**src/rtl/smb_alert_pkg.sv**
```systemverilog
package smb_alert_pkg;
    localparam int unsigned ADDR_BYTE_W = 8;
    localparam int unsigned ADDR_W      = ADDR_BYTE_W - 1;
    localparam logic [ADDR_W-1:0] RESP_ADDR = 7'b0001100;
    localparam int unsigned SYNC_STAGES = 2;

    typedef struct packed {
        logic prev_lvl;
        logic flag;
    } host_state_t;

    typedef struct packed {
        logic pull;
        logic ack;
    } tgt_state_t;
endpackage

```
**src/rtl/smb_alert_sync.sv**
```systemverilog
module smb_alert_sync #(
    parameter int unsigned STAGES = 2,
    parameter logic        IDLE   = 1'b1
) (
    input  logic clk_i,
    input  logic rst_ni,
    input  logic async_i,
    output logic sync_o
);
    logic [STAGES-1:0] chain_d, chain_q;

    generate
        if (STAGES == 1) begin : g_single
            always_comb chain_d = async_i;
        end else begin : g_multi
            always_comb chain_d = {chain_q[STAGES-2:0], async_i};
        end
    endgenerate

    always_ff @(posedge clk_i or negedge rst_ni) begin
        if (!rst_ni) chain_q <= {STAGES{IDLE}};
        else         chain_q <= chain_d;
    end

    assign sync_o = chain_q[STAGES-1];
endmodule

```
**src/rtl/smb_alert_host.sv**
```systemverilog
module smb_alert_host
    import smb_alert_pkg::*;
(
    input  logic clk_i,
    input  logic rst_ni,
    input  logic host_role_i,
    input  logic alert_en_i,
    input  logic pin_sync_i,
    input  logic flag_clr_i,
    input  logic err_irq_en_i,
    output logic flag_o,
    output logic irq_o
);
    host_state_t st_d, st_q;
    logic        gated_lvl;
    logic        fall;

    always_comb begin
        gated_lvl   = (host_role_i && alert_en_i) ? pin_sync_i : 1'b1;
        fall        = st_q.prev_lvl && !gated_lvl;
        st_d        = st_q;
        st_d.prev_lvl = gated_lvl;
        st_d.flag   = (st_q.flag && !flag_clr_i) || fall;
    end

    always_ff @(posedge clk_i or negedge rst_ni) begin
        if (!rst_ni) st_q <= '{prev_lvl: 1'b1, flag: 1'b0};
        else         st_q <= st_d;
    end

    assign flag_o = st_q.flag;
    assign irq_o  = st_q.flag && err_irq_en_i;

    AST_FLAG_HOLDS: assert property (@(posedge clk_i) disable iff (!rst_ni)
        ($past(st_q.flag) && !$past(flag_clr_i)) |-> st_q.flag);
    AST_FLAG_NEEDS_ENABLE: assert property (@(posedge clk_i) disable iff (!rst_ni)
        $rose(st_q.flag) |-> $past(alert_en_i && host_role_i));
    AST_CLEAR_LOSES_TO_EDGE: assert property (@(posedge clk_i) disable iff (!rst_ni)
        $past(flag_clr_i && fall) |-> st_q.flag);
endmodule

```
**src/rtl/smb_alert_target.sv**
```systemverilog
module smb_alert_target
    import smb_alert_pkg::*;
(
    input  logic                   clk_i,
    input  logic                   rst_ni,
    input  logic                   host_role_i,
    input  logic                   alert_en_i,
    input  logic                   addr_valid_i,
    input  logic [ADDR_BYTE_W-1:0] addr_byte_i,
    output logic                   pull_o,
    output logic                   ack_o
);
    tgt_state_t st_d, st_q;
    logic       addr_hit;

    always_comb begin
        addr_hit  = (addr_byte_i[ADDR_BYTE_W-1:1] == RESP_ADDR);
        st_d      = st_q;
        st_d.pull = !host_role_i && alert_en_i;
        st_d.ack  = addr_valid_i && addr_hit && st_q.pull;
    end

    always_ff @(posedge clk_i or negedge rst_ni) begin
        if (!rst_ni) st_q <= '0;
        else         st_q <= st_d;
    end

    assign pull_o = st_q.pull;
    assign ack_o  = st_q.ack;

    AST_ACK_NEEDS_STROBE: assert property (@(posedge clk_i) disable iff (!rst_ni)
        st_q.ack |-> $past(addr_valid_i));
    AST_HOST_NO_PULL: assert property (@(posedge clk_i) disable iff (!rst_ni)
        $past(host_role_i) |-> !st_q.pull);
endmodule

```
**src/rtl/smb_alert_ctrl.sv**
```systemverilog
module smb_alert_ctrl
    import smb_alert_pkg::*;
(
    input  logic                   clk_i,
    input  logic                   rst_ni,
    input  logic                   host_role_i,
    input  logic                   alert_en_i,
    input  logic                   err_irq_en_i,
    input  logic                   alert_pin_i,
    output logic                   pin_pull_o,
    input  logic                   addr_valid_i,
    input  logic [ADDR_BYTE_W-1:0] addr_byte_i,
    output logic                   addr_ack_o,
    input  logic                   flag_clr_i,
    output logic                   alert_flag_o,
    output logic                   irq_o
);
    logic pin_sync;

    smb_alert_sync #(.STAGES(SYNC_STAGES), .IDLE(1'b1)) u_sync (
        .clk_i   (clk_i),
        .rst_ni  (rst_ni),
        .async_i (alert_pin_i),
        .sync_o  (pin_sync)
    );

    smb_alert_host u_host (
        .clk_i        (clk_i),
        .rst_ni       (rst_ni),
        .host_role_i  (host_role_i),
        .alert_en_i   (alert_en_i),
        .pin_sync_i   (pin_sync),
        .flag_clr_i   (flag_clr_i),
        .err_irq_en_i (err_irq_en_i),
        .flag_o       (alert_flag_o),
        .irq_o        (irq_o)
    );

    smb_alert_target u_tgt (
        .clk_i        (clk_i),
        .rst_ni       (rst_ni),
        .host_role_i  (host_role_i),
        .alert_en_i   (alert_en_i),
        .addr_valid_i (addr_valid_i),
        .addr_byte_i  (addr_byte_i),
        .pull_o       (pin_pull_o),
        .ack_o        (addr_ack_o)
    );

    AST_RESET_QUIET: assert property (@(posedge clk_i)
        !rst_ni |=> (!rst_ni || (!alert_flag_o && !addr_ack_o)));
endmodule

```
**config.mk**
```make
export PLATFORM = sky130hd
export DESIGN_NAME = smb_alert_ctrl
export DESIGN_NICKNAME = d
export VERILOG_FILES = /design/src/rtl/smb_alert_pkg.sv /design/src/rtl/smb_alert_sync.sv /design/src/rtl/smb_alert_host.sv /design/src/rtl/smb_alert_target.sv /design/src/rtl/smb_alert_ctrl.sv
export SDC_FILE = /design/constraint.sdc
export NUM_CORES = 1
export LEC_CHECK = 0
export CORE_AREA = 10 10 47 49
export CTS_CLUSTER_SIZE = 16
export DETAILED_ROUTE_END_ITERATION = 7
export DIE_AREA = 0 0 57 59
export PLACE_DENSITY = 0.5
export SLEW_MARGIN = 20
export SYNTH_ARGS = -nofsm -noshare
export SYNTH_HDL_FRONTEND = slang
export SYNTH_HIERARCHICAL = 1
export SYNTH_SLANG_ARGS = --single-unit
```
**constraint.sdc**
```tcl
create_clock -name clk_i -period 0.8 [get_ports clk_i]
set_input_delay 0.16 -clock clk_i [delete_from_list [all_inputs] [get_ports clk_i]]
set_output_delay 0.16 -clock clk_i [all_outputs]
set_load 0.01 [all_outputs]
```
==> results_dict.tcl, run 1 <==
set metrics [dict create \
    synth_area_leaders "dfstp_2 33%, dfrtp_1 32%, nand3b_4 8.4%, nor4_2 5.3%, o22ai_2 5.3%" \
    synth-seq-cells 6 \
    synth_area_um2 238 \
    dr_total_vias 211 \
    yosys.area.top_type "dfstp_2" \
    syn-instance-count 15 \
    antenna_left 0 \
    fin_util_pct 32.8 \
    n_antenna_cell 0 \
    path_cells "and2_4, buf_6" \
    crit_arrival_ns 0.92 \
    hold_viol 0 \
    cts_root_buffer "clkbuf_4" \
    io_buffers 18 \
    dp_cells 49 \
    critPathBufInv 1 \
    share_seq_of_total_power_pct 43.4 \
    synth_top_area_share_pct 33.2 \
    synthTopCellsByCount "3 x dfrtp_1, 3 x dfstp_2, 2 x inv_1" \
    grt_antenna_before_repair 0 \
    cts_tree "built" \
    path_clk_slew_ns 0.05 \
    worst_slew_pin_slew_ns 0.274 \
    synth_compound_area_share_pct 5.26 \
    grt_pass1_vias 241 \
    synthArstFlopShare_pct 100 \
    period_share_pct 134 \
    die_x_um 57 \
    viasPerCell 3.98 \
    hold_class "in2async" \
    yosys_most_used_dff "dfstp_2" \
    syn_avg_cell_area_um2 15.8 \
    synth_top_family_by_area "simple AND/OR/NAND/NOR gates" \
    detailed_place_hpwl_um 648 \
    slowest_delay_ns 0.40 \
    drt_iter0_markers 3 \
    yosys.area_share.adder_pct 0 \
    dieArea_mm2 0.00336 \
    grt-ovfl-total 0 \
    start_util_pct 17.0 \
    pwr-share-comb_pct 15.2 \
    setup_tns_ns -0.659 \
    cts.htree.levels 1 \
    outcome "finished, violations left" \
    fin_worst_skew_ns 0.00638 \
    wire_per_inst_um 14.8 \
    path_class "reg2out" \
    cts_buffer_depth 2 \
    drt-pass1-iter-count 2 \
    synthXorXnorAreaFrac_pct 0 \
    synth_cell_types 10 \
    drcViolationCount 0 \
    dpl_cell_area_um2 438 \
    io_pins 20 \
    slowest_stage "dfrtp_1" \
    grt_max_degree 7 \
    critPathTopFamily "flip-flops" \
    start_kind "flip-flop" \
    power.density_mw_per_mm2 1660 \
    switching_share_pct 22.1 \
    synthToLayoutAreaGrowth_pct 93.2 \
    wl_um 783 \
    fin_cells 53 \
    die-height_um 59 \
    placementRows 14 \
    yosysSeqAreaShare_pct 64.7 \
    place_congestion 0.725 \
    intPower_uw 594 \
    dp_worst_setup_slack_ns -0.630 \
    muxShareOfSynthArea_pct 0 \
    holdWs_ns 0.147 \
    syn_nets 31 \
    finalSetupViolCount 4 \
    fin_nets 54 \
    clock_power_share_pct 41.4 \
    cts_buffers 3 \
    synth_edf_count 0 \
    drv_cap 0 \
    total_power_uw 762 \
    max_freq_ghz 0.929 \
    violations "negative setup slack" \
    cts_sinks 6 \
    drive_above_1_share_pct 37.8 \
    grt_first_pass_wirelength_mm 1.24 \
    vdd_ir_drop_max_v 0.000584 \
    final_area_um2 459 \
    critPathCaptureType "primary output" \
    cp_max_fo 3 \
    min_period_ns 1.08 \
    clkLatencyLatePin_ns 0.25 \
    leakagePower_nw 0.232 \
    setup_slack_ns -0.276 \
    core-area_mm2 0.00140 \
    grt.total_usage_pct 5.05 \
    p_switching_uw 169 \
    required_ns 0.64 \
    rsz0062_at_grt "true" \
    yosys_warnings 6 \
    synth-simple-area-share_pct 26.8 \
    slew_headroom_pct 81.7 \
    final_max_slew_viol_count 0 \
]
-- worst reg2reg max path, stage by stage (launching register included) --
cell and delay (ns):
dfstp_2 0.51, nand3b_4 0.12, o22ai_2 0.06
-- area by class of cell --
cell class / count / area [um2]
fill: 143 / 942
timing repair buffer: 18 / 173
inverter: 2 / 7.51
clock buffer: 4 / 26.3
multi-input combinational: 7 / 78.8
sequential: 6 / 154
tap: 16 / 20.0
-- routing by layer --
metal  vias to the layer above  wire length [um]  track usage, %
li1                         94                 -               -
met3                         0               149            4.29
met4                         0                 0            4.03
met5                         -                 0               0
met1                        96               348            5.21
met2                        21               286            6.36
-- flip-flops by register name, summed over array words and instances, names as in the netlist --
signal / cells
u_host/flag_o: 1
u_host/st_q: 1
u_sync/chain_q: 2
u_tgt/ack_o: 1
u_tgt/pull_o: 1
-- power groups by stage --
stage	Clock (mW)	Sequential [mW]	Combinational [mW]
after floorplan	0	0.336	0.0221
after global placement	0	0.335	0.123
after detailed placement	0	0.335	0.125
after CTS	0.323	0.331	0.115
after global routing	0.342	0.333	0.126
final	0.315	0.331	0.116
-- repair_timing --
item                       CTS  global route
hold buffers                 0             0
hold endpoints to repair     0             0
setup endpoints to repair    5             6
buffers inserted             0             0
pin swaps                    2             3
resized for setup           17             5
-- path summary, 6_finish.rpt --
path | from | end | slack, ns | cells past startpoint
min in group clk_i | addr_byte_i[6] | u_tgt/ack_o | 0.20 | 3
min | rst_ni | u_tgt/ack_o | 0.15 | 1
max in group asynchronous | rst_ni | u_host/st_q[1] | 0.38 | 1
min reg2reg | u_sync/chain_q[0] | u_sync/chain_q[1] | 0.37 | 0
max | u_host/flag_o | irq_o | -0.28 | 2
max reg2reg | u_sync/chain_q[1] | u_host/flag_o | 0 | 2
-- cells in the final DEF, fill, tap and decap left out --
master | netlist | layout
dfstp_2 | 3 | 3
dlygate4sd2_1 | 0 | 1
dfrtp_1 | 3 | 3
buf_2 | 0 | 3
dlymetal6s2s_1 | 0 | 3
buf_6 | 0 | 1
clkbuf_1 | 0 | 1
inv_1 | 2 | 2
nor4_2 | 1 | 1
o22ai_2 | 1 | 1
nor2b_1 | 1 | 1
nand3b_4 | 1 | 1
clkbuf_4 | 0 | 3
nand4bb_1 | 1 | 1
nand3b_1 | 1 | 1
and2_4 | 0 | 1
clkdlybuf4s50_1 | 0 | 10
-- cells by family after synthesis --
family                 Yosys count
buffers and inverters            2
and+or+nand+nor                  6
AOI/OAI and AO/OA                1
DFF                              6
No activity file was read; power rests on OpenSTA's default activity.
==> run 2, diff against run 1 <==
- SLEW_MARGIN: 20 -> default
==> results of run 2 <==
No change in the layout: final DEF, timing and power equal those of run 1.
